==> config.mk <==
export PLATFORM = sky130hd
export DESIGN_NAME = hdr_bank
export DESIGN_NICKNAME = d
export VERILOG_FILES = /design/src/rtl/hdr_pkg.sv /design/src/rtl/hdr_sync.sv /design/src/rtl/hdr_cell.sv /design/src/rtl/hdr_host_fsm.sv /design/src/rtl/hdr_bank.sv
export SDC_FILE = /design/constraint.sdc
export NUM_CORES = 1
export LEC_CHECK = 0
export BUFFER_PORTS_ARGS = -buffer_cell sky130_fd_sc_hd__buf_2
export CORE_UTILIZATION = 52
export CTS_CLUSTER_SIZE = 16
export DETAILED_ROUTE_END_ITERATION = 8
export GPL_ROUTABILITY_DRIVEN = 0
export MAX_ROUTING_LAYER = met4
export PLACE_DENSITY = 0.77
export SLEW_MARGIN = 10
export SYNTH_ARGS = -nofsm -noshare
export SYNTH_HDL_FRONTEND = slang
export SYNTH_SLANG_ARGS = --single-unit
==> constraint.sdc <==
create_clock -name clk -period 1.4 [get_ports clk]
set_input_delay 0.07 -clock clk [delete_from_list [all_inputs] [get_ports clk]]
set_output_delay 0.07 -clock clk [all_outputs]
set_load 0.1 [all_outputs]
==> src/rtl/hdr_pkg.sv <==
package hdr_pkg;

   typedef enum logic [1:0] {
      HS_IDLE = 2'd0,
      HS_WAIT = 2'd1,
      HS_ACK  = 2'd2
   } hs_state_e;

   function automatic int unsigned sel_bits(input int unsigned n);
      return (n <= 1) ? 1 : $clog2(n);
   endfunction

endpackage

==> src/rtl/hdr_sync.sv <==
module hdr_sync #(
   parameter int unsigned WIDTH  = 2,
   parameter int unsigned STAGES = 2
) (
   input  logic             clk,
   input  logic             rst_n,
   input  logic [WIDTH-1:0] async_in,
   output logic [WIDTH-1:0] sync_out
);

   if (STAGES < 2) begin : g_bad_stages
      $error("hdr_sync: STAGES must be at least 2");
   end
   if (WIDTH < 1) begin : g_bad_width
      $error("hdr_sync: WIDTH must be at least 1");
   end

   logic [WIDTH-1:0] chain [STAGES];

   always_ff @(posedge clk or negedge rst_n) begin
      if (!rst_n) begin
         for (int i = 0; i < STAGES; i++) chain[i] <= '0;
      end else begin
         chain[0] <= async_in;
         for (int i = 1; i < STAGES; i++) chain[i] <= chain[i-1];
      end
   end

   assign sync_out = chain[STAGES-1];

endmodule

==> src/rtl/hdr_cell.sv <==
module hdr_cell #(
   parameter int unsigned DATA_W = 8
) (
   input  logic              clk,
   input  logic              rst_n,
   input  logic              host_we,
   input  logic              host_rd_clr,
   input  logic              core_we,
   input  logic              core_rd_clr,
   input  logic [DATA_W-1:0] host_wdata,
   input  logic [DATA_W-1:0] core_wdata,
   output logic [DATA_W-1:0] data_q,
   output logic              from_host_full,
   output logic              to_host_full
);

   // Host write wins the storage if both sides write in one cycle.
   always_ff @(posedge clk or negedge rst_n) begin
      if (!rst_n)       data_q <= '0;
      else if (host_we) data_q <= host_wdata;
      else if (core_we) data_q <= core_wdata;
   end

   // Setting a flag takes precedence over clearing it.
   always_ff @(posedge clk or negedge rst_n) begin
      if (!rst_n)           from_host_full <= 1'b0;
      else if (host_we)     from_host_full <= 1'b1;
      else if (core_rd_clr) from_host_full <= 1'b0;
   end

   always_ff @(posedge clk or negedge rst_n) begin
      if (!rst_n)           to_host_full <= 1'b0;
      else if (core_we)     to_host_full <= 1'b1;
      else if (host_rd_clr) to_host_full <= 1'b0;
   end

   a_r2_host_store: assert property (@(posedge clk) disable iff (!rst_n)
      host_we |=> (data_q == $past(host_wdata)) && from_host_full);

   a_r6_core_read_clears: assert property (@(posedge clk) disable iff (!rst_n)
      core_rd_clr && !host_we |=> !from_host_full);

   a_r7_core_store: assert property (@(posedge clk) disable iff (!rst_n)
      core_we && !host_we |=> (data_q == $past(core_wdata)) && to_host_full);

   a_r7_core_keeps_host_flag: assert property (@(posedge clk) disable iff (!rst_n)
      core_we && !host_we && !core_rd_clr |=> from_host_full == $past(from_host_full));

   a_r8_host_read_clears: assert property (@(posedge clk) disable iff (!rst_n)
      host_rd_clr && !core_we |=> !to_host_full);

endmodule

==> src/rtl/hdr_host_fsm.sv <==
module hdr_host_fsm
   import hdr_pkg::*;
#(
   parameter int unsigned NUM_REGS = 6,
   parameter int unsigned ADDR_W   = 3
) (
   input  logic                clk,
   input  logic                rst_n,
   input  logic                wr_req,
   input  logic                rd_req,
   input  logic [ADDR_W-1:0]   host_sel,
   input  logic                ovw_mode,
   input  logic [NUM_REGS-1:0] full_vec,
   output logic                ack,
   output logic                wr_go,
   output logic                rd_go
);

   hs_state_e state_q, state_d;
   logic      tgt_full;
   logic      may_write;

   // An out-of-range select never counts as holding unread data.
   always_comb begin
      tgt_full = 1'b0;
      for (int i = 0; i < NUM_REGS; i++) begin
         if (host_sel == ADDR_W'(i)) tgt_full = full_vec[i];
      end
   end

   assign may_write = ovw_mode || !tgt_full;

   always_comb begin
      state_d = state_q;
      wr_go   = 1'b0;
      rd_go   = 1'b0;
      unique case (state_q)
         HS_IDLE: begin
            if (wr_req) begin
               if (may_write) begin
                  wr_go   = 1'b1;
                  state_d = HS_ACK;
               end else begin
                  state_d = HS_WAIT;
               end
            end else if (rd_req) begin
               rd_go   = 1'b1;
               state_d = HS_ACK;
            end
         end
         HS_WAIT: begin
            if (!wr_req) begin
               state_d = HS_IDLE;
            end else if (may_write) begin
               wr_go   = 1'b1;
               state_d = HS_ACK;
            end
         end
         HS_ACK: begin
            if (!wr_req && !rd_req) state_d = HS_IDLE;
         end
         default: state_d = HS_IDLE;
      endcase
   end

   always_ff @(posedge clk or negedge rst_n) begin
      if (!rst_n) state_q <= HS_IDLE;
      else        state_q <= state_d;
   end

   assign ack = (state_q == HS_ACK);

   a_r3_ack_held: assert property (@(posedge clk) disable iff (!rst_n)
      ack && (wr_req || rd_req) |=> ack);

   a_r3_ack_released: assert property (@(posedge clk) disable iff (!rst_n)
      ack && !wr_req && !rd_req |=> !ack);

   a_r4_wait_no_ack: assert property (@(posedge clk) disable iff (!rst_n)
      (state_q == HS_WAIT) && !may_write |=> !ack);

   a_r2_single_action: assert property (@(posedge clk) disable iff (!rst_n)
      !(wr_go && rd_go));

endmodule

==> src/rtl/hdr_bank.sv <==
module hdr_bank
   import hdr_pkg::*;
#(
   parameter int unsigned NUM_REGS    = 6,
   parameter int unsigned DATA_W      = 8,
   parameter int unsigned SYNC_STAGES = 2,
   parameter bit          OVW_RESET   = 1'b1,
   localparam int unsigned ADDR_W     = sel_bits(NUM_REGS)
) (
   input  logic                clk,
   input  logic                rst_n,
   input  logic                host_wr_strb,
   input  logic                host_rd_strb,
   input  logic [ADDR_W-1:0]   host_sel,
   input  logic [DATA_W-1:0]   host_wdata,
   output logic [DATA_W-1:0]   host_rdata,
   output logic                host_ack,
   input  logic [ADDR_W-1:0]   core_addr,
   input  logic                core_wr_en,
   input  logic                core_rd_en,
   input  logic [DATA_W-1:0]   core_wdata,
   output logic [DATA_W-1:0]   core_rdata,
   input  logic                ovw_wr_en,
   input  logic                ovw_wdata,
   output logic                ovw_mode,
   output logic [NUM_REGS-1:0] from_host_full,
   output logic [NUM_REGS-1:0] to_host_full
);

   if (NUM_REGS < 2) begin : g_bad_regs
      $error("hdr_bank: NUM_REGS must be at least 2");
   end
   if (DATA_W < 1) begin : g_bad_width
      $error("hdr_bank: DATA_W must be at least 1");
   end
   if ((2 ** ADDR_W) < NUM_REGS) begin : g_bad_addr
      $error("hdr_bank: select width too narrow");
   end

   logic [1:0]          strb_sync;
   logic                wr_req, rd_req;
   logic                wr_go, rd_go;
   logic [NUM_REGS-1:0] host_we, host_rd_clr, core_we, core_rd_clr;
   logic [DATA_W-1:0]   cell_data [NUM_REGS];
   logic                sel_valid;

   hdr_sync #(
      .WIDTH  (2),
      .STAGES (SYNC_STAGES)
   ) u_sync (
      .clk      (clk),
      .rst_n    (rst_n),
      .async_in ({host_rd_strb, host_wr_strb}),
      .sync_out (strb_sync)
   );

   assign wr_req = strb_sync[0];
   assign rd_req = strb_sync[1];

   always_ff @(posedge clk or negedge rst_n) begin
      if (!rst_n)         ovw_mode <= OVW_RESET;
      else if (ovw_wr_en) ovw_mode <= ovw_wdata;
   end

   hdr_host_fsm #(
      .NUM_REGS (NUM_REGS),
      .ADDR_W   (ADDR_W)
   ) u_fsm (
      .clk      (clk),
      .rst_n    (rst_n),
      .wr_req   (wr_req),
      .rd_req   (rd_req),
      .host_sel (host_sel),
      .ovw_mode (ovw_mode),
      .full_vec (from_host_full),
      .ack      (host_ack),
      .wr_go    (wr_go),
      .rd_go    (rd_go)
   );

   for (genvar g = 0; g < NUM_REGS; g++) begin : g_cell
      assign host_we[g]     = wr_go      && (host_sel  == ADDR_W'(g));
      assign host_rd_clr[g] = rd_go      && (host_sel  == ADDR_W'(g));
      assign core_we[g]     = core_wr_en && (core_addr == ADDR_W'(g));
      assign core_rd_clr[g] = core_rd_en && (core_addr == ADDR_W'(g));

      hdr_cell #(
         .DATA_W (DATA_W)
      ) u_cell (
         .clk            (clk),
         .rst_n          (rst_n),
         .host_we        (host_we[g]),
         .host_rd_clr    (host_rd_clr[g]),
         .core_we        (core_we[g]),
         .core_rd_clr    (core_rd_clr[g]),
         .host_wdata     (host_wdata),
         .core_wdata     (core_wdata),
         .data_q         (cell_data[g]),
         .from_host_full (from_host_full[g]),
         .to_host_full   (to_host_full[g])
      );

      a_r4_no_clobber: assert property (@(posedge clk) disable iff (!rst_n)
         host_we[g] && !ovw_mode |-> !from_host_full[g]);
   end

   always_comb begin
      host_rdata = '0;
      core_rdata = '0;
      sel_valid  = 1'b0;
      for (int i = 0; i < NUM_REGS; i++) begin
         if (host_sel == ADDR_W'(i)) begin
            host_rdata = cell_data[i];
            sel_valid  = 1'b1;
         end
         if (core_addr == ADDR_W'(i)) core_rdata = cell_data[i];
      end
   end

   a_r9_mode_load: assert property (@(posedge clk) disable iff (!rst_n)
      ovw_wr_en |=> ovw_mode == $past(ovw_wdata));

   a_r10_bad_sel_no_write: assert property (@(posedge clk) disable iff (!rst_n)
      !sel_valid |-> (host_we == '0) && (host_rd_clr == '0));

   a_r10_bad_sel_reads_zero: assert property (@(posedge clk) disable iff (!rst_n)
      !sel_valid |-> host_rdata == '0);

endmodule

==> results.txt <==
- At the end of the flow the core is filled with cells to 0.828.
- The worst hold path passes through 3 cells.
- Cell type with the highest aggregate area in the netlist: sky130_fd_sc_hd__dfrtp_1
- Once placement completed, the tool counted placed cells totaling 605.
- The detailed router used layers up to and including met4.
- Number of standard cells in the final layout excluding fillers: 657
- The die covers 8260 sq um.
* Most frequent cells after synthesis: sky130_fd_sc_hd__mux2i_1 (78), sky130_fd_sc_hd__dfrtp_1 (66), sky130_fd_sc_hd__nor2_1 (51)
- Maximum fanout along the worst path: 3
* TritonCTS clock tree: done
* Gate Count Post-Synth: 428
* Setup TNS Final: -11.07 ns
* Net Count, Synth: 458
* Routed via count: 4,507
* Total length of routed met2 wires: 8090 um
- In this run the static leakage power is 0.00275 uW.
- Each instance of the synthesized netlist takes up on average 9.60 sq um.
* Metal3 WL: 1670 um
- Pin count of the biggest net entering global routing: 68
- Clock-pin slew was measured on the worst setup and hold paths at 0.07 ns.
- In the final routed layout, each cell accounts on average for 26.4 um.
- Via-per-instance ratio: 6.86
- Die boundary width: 90.9 um
* Adder-cell share of the synthesized area: 0
- Across the routed clock network, the largest skew measured is 0.0123 ns.
* Xor and xnor fraction of the mapped netlist area: 0
* Final hold violation count: 0
- Core region area: 7690 sq um
- From bottom edge to top edge, the die measures 90.9 um.
- Antenna-violating nets left: 0
* Global Route Usage Sum: 0.380
- Buffers inserted during clock tree synthesis total 9.
- Post-route DRC violation count: 0
- Path class of the lowest-slack min-delay path: in -> reg
- Row Count: 32
* Post-Route WL: 17,300 um
* # H-tree levels: 3
* Count of flip-flops with a built-in enable after synthesis: 0
* Maximum root-to-sink buffer count: 2
* Number of distinct standard cells referenced by the synthesized netlist: 43
- Residual overflow from global routing: 0
- In this run the most critical hold path is launched from host_wdata[6].
- Violated checks: setup timing
* Sequential element share of the synthesized area: 0.408
- Highest achievable clock rate: 578 MHz
- Setup-violating endpoint count in the final report: 75
- Required time at the worst-slack endpoint: 1.33 ns
* #FFs+latches synth: 67
- R2R depth: 6
* Number of diodes added for antenna fixing: 0
* Dpl hpwl: 9000 um
* Most common cell in the netlist: sky130_fd_sc_hd__mux2i_1
- Hold Path Sink: g_cell[5].u_cell.data_q[6]
* Count of boundary I/O pins: 60
- The first detailed-routing pass ran for 5 iterations.
- The final max-slew violation count came to 0.
- Area share of the leading cell type in the synthesized netlist: 0.402
* # Max-Cap Violations: 0
- Of the total synthesized cell area, the portion taken by AND, OR, NAND and NOR gates is 0.165.
- The first global-routing pass estimated 22,900 um of wire.
- In the post-route analysis, the smallest setup slack over all paths is -0.330 ns.
- The cell sitting at the root of the clock tree is a sky130_fd_sc_hd__clkbuf_8.
- Compound-cell area share of the yosys netlist: 0.151
- In this run the tool buffered the top-level ports with 59 buffer cells.
- Starting density of the core: 0.534
* Share of synthesized area spent on multiplexers: 0.198
- For the worst-skew pair, the clock arrives at the later sink with an insertion delay of 0.36 ns.
- The detailed router put a total of 6490 um of wire on met1.
- Transition time of the tightest slew-check pin: 0.698 ns
- Area Overhead vs Synth: 55.0%
* Ys async rst share: 1.00
* Clock sink total: 67
- STA classifies the critical path endpoint as an output port.
- In this run the critical register-to-register path is captured at g_cell[0].u_cell.data_q[1].
* Unrepaired setup endpoints after global routing: yes
- Proportion of layout cells with a drive suffix above 1: 0.523
- After layout, the minimum clock period comes to 1.73 ns.
- Cell area after synthesis: 4110 sq um
- In this run, the number of DRC markers left after iteration 0 of detailed routing was 529.
* Net count reported at finish: 581
- Crit share post-route: 1.24
- Worst slack at placement: -0.0762 ns
* Number of warnings printed during yosys synthesis: 0
* Worst path arrival time: 1.66 ns
- The number of global-route vias before repair came to 4,233.
- Yosys attributes the largest share of cell area to sky130_fd_sc_hd__dfrtp_1 (40%), sky130_fd_sc_hd__mux2i_1 (19%), sky130_fd_sc_hd__a21oi_1 (5.7%).
* Power per cell area: 1380 nW/um^2
- Flop-to-flop setup slack: -0.22 ns
- Max-slew headroom at the worst pin: 0.535
- Main flop type after synthesis: sky130_fd_sc_hd__dfrtp_1
* CP Launch Type: flip-flop
- The worst-case IR drop observed on VDD is 1.16 mV.
- By area, the combinational part of the netlist is dominated by multiplexers.
* Crit Path Category: reg -> out
- Startpoint of the lowest-slack register-to-register path: u_fsm.state_q[1]
- Initial antenna violation count: 0
- The flow ran to the end, but the final reports show violations.
- Overall power consumption after layout is estimated at 8770 uW.
==> how the worst max path moves through the flow <==
stage / start / end / slack, ns / cells after the start
2_1_floorplan: ovw_mode / g_cell[1].u_cell.data_q[7] / -0.29 / 6
3_3_place_gp: u_sync.sync_out[0] / g_cell[0].u_cell.to_host_full / -0.05 / 4
3_5_place_dp: u_sync.sync_out[0] / g_cell[0].u_cell.to_host_full / -0.08 / 4
4_1_cts: g_cell[0].u_cell.data_q[6] / core_rdata[6] / -0.24 / 5
5_1_grt: g_cell[0].u_cell.data_q[6] / core_rdata[6] / -0.38 / 5
6_report: g_cell[1].u_cell.data_q[0] / core_rdata[0] / -0.33 / 5
==> layout make-up <==
cell class              count  area [sq um]
clock buffers              13           159
flip-flops and latches     67          1680
repair buffers            153          1500
fillers                   383          1320
multi-input cells         313          2830
clock inverters             2          35.0
well taps                 102           128
inverters                   7          26.3
==> where the power goes <==
group / total, uW / leakage (uW) / internal [uW] / switching [uW]
clock network: 1690 / 0.0000995 / 910 / 775
registers: 2820 / 0.000789 / 2380 / 440
logic: 4270 / 0.00186 / 1600 / 2670
total: 8770 / 0.00275 / 4880 / 3890
==> layer usage <==
metal | vias up | GRT usage
met3 | 133 | 0.0758
met5 | - | -
met1 | 2230 | 0.461
li1 | 1757 | -
met2 | 387 | 0.589
met4 | 0 | 0.226
==> sequential cells by signal (all words and copies together) (netlist names) <==
signal / count
g_cell.u_cell.data_q: 48
g_cell.u_cell.from_host_full: 6
g_cell.u_cell.to_host_full: 6
u_fsm.state_q: 2
u_sync.chain: 2
u_sync.sync_out: 2
ovw_mode: 1
==> kinds of logic after synthesis <==
| logic type | after synthesis |
|---|---|
| buffers and inverters | 48 |
| multiplexers | 80 |
| flip-flops | 67 |
| AND/OR/NAND/NOR | 132 |
| AO/OA/AOI/OAI | 101 |
==> layout by cell type, fill, tap and decap left out, drive strengths merged, types with 3 or more instances in the layout <==
master       synthesis  final
buf                 36    147
mux2i               78     78
dfrtp               66     66
nor2                53     53
a21oi               47     47
nand2               42     42
o21ai               27     27
o221ai              14     14
clkbuf               5     14
nand2b              14     14
inv                  7      7
dlygate4sd3          0      5
nor2b                5      5
nand3                3      3
a211oi               3      3
nor3b                3      3
==> repair_timing <==
action | 4_1_cts | 5_1_grt
cloned | 5 | 0
endpoints found under the setup margin | 63 | 79
resized for setup | 88 | 76
hold buffers | 5 | 0
pin swaps | 18 | 10
setup buffers | 19 | 9
hold endpoints to repair | 69 | 0
==> critical path, stage by stage, from the launching register on <==
cell                       delay (ns)
sky130_fd_sc_hd__dfrtp_1         0.40
sky130_fd_sc_hd__mux2i_1         0.18
sky130_fd_sc_hd__nor2_1          0.08
sky130_fd_sc_hd__a21oi_2         0.20
sky130_fd_sc_hd__o221ai_4        0.21
sky130_fd_sc_hd__buf_12          0.22
==> per-stage QoR <==
| step | cell area [sq um] | hold slack (ns) |
|---|---|---|
| after floorplan | 4430 | -0.226 |
| after global placement | 5280 | 0.117 |
| after detailed placement | 5280 | 0.119 |
| after CTS | 6040 | 0.0148 |
| after global routing | 6370 | 0.0500 |
| final | 6370 | 0.0571 |
Power figures use the tool's default switching activity.
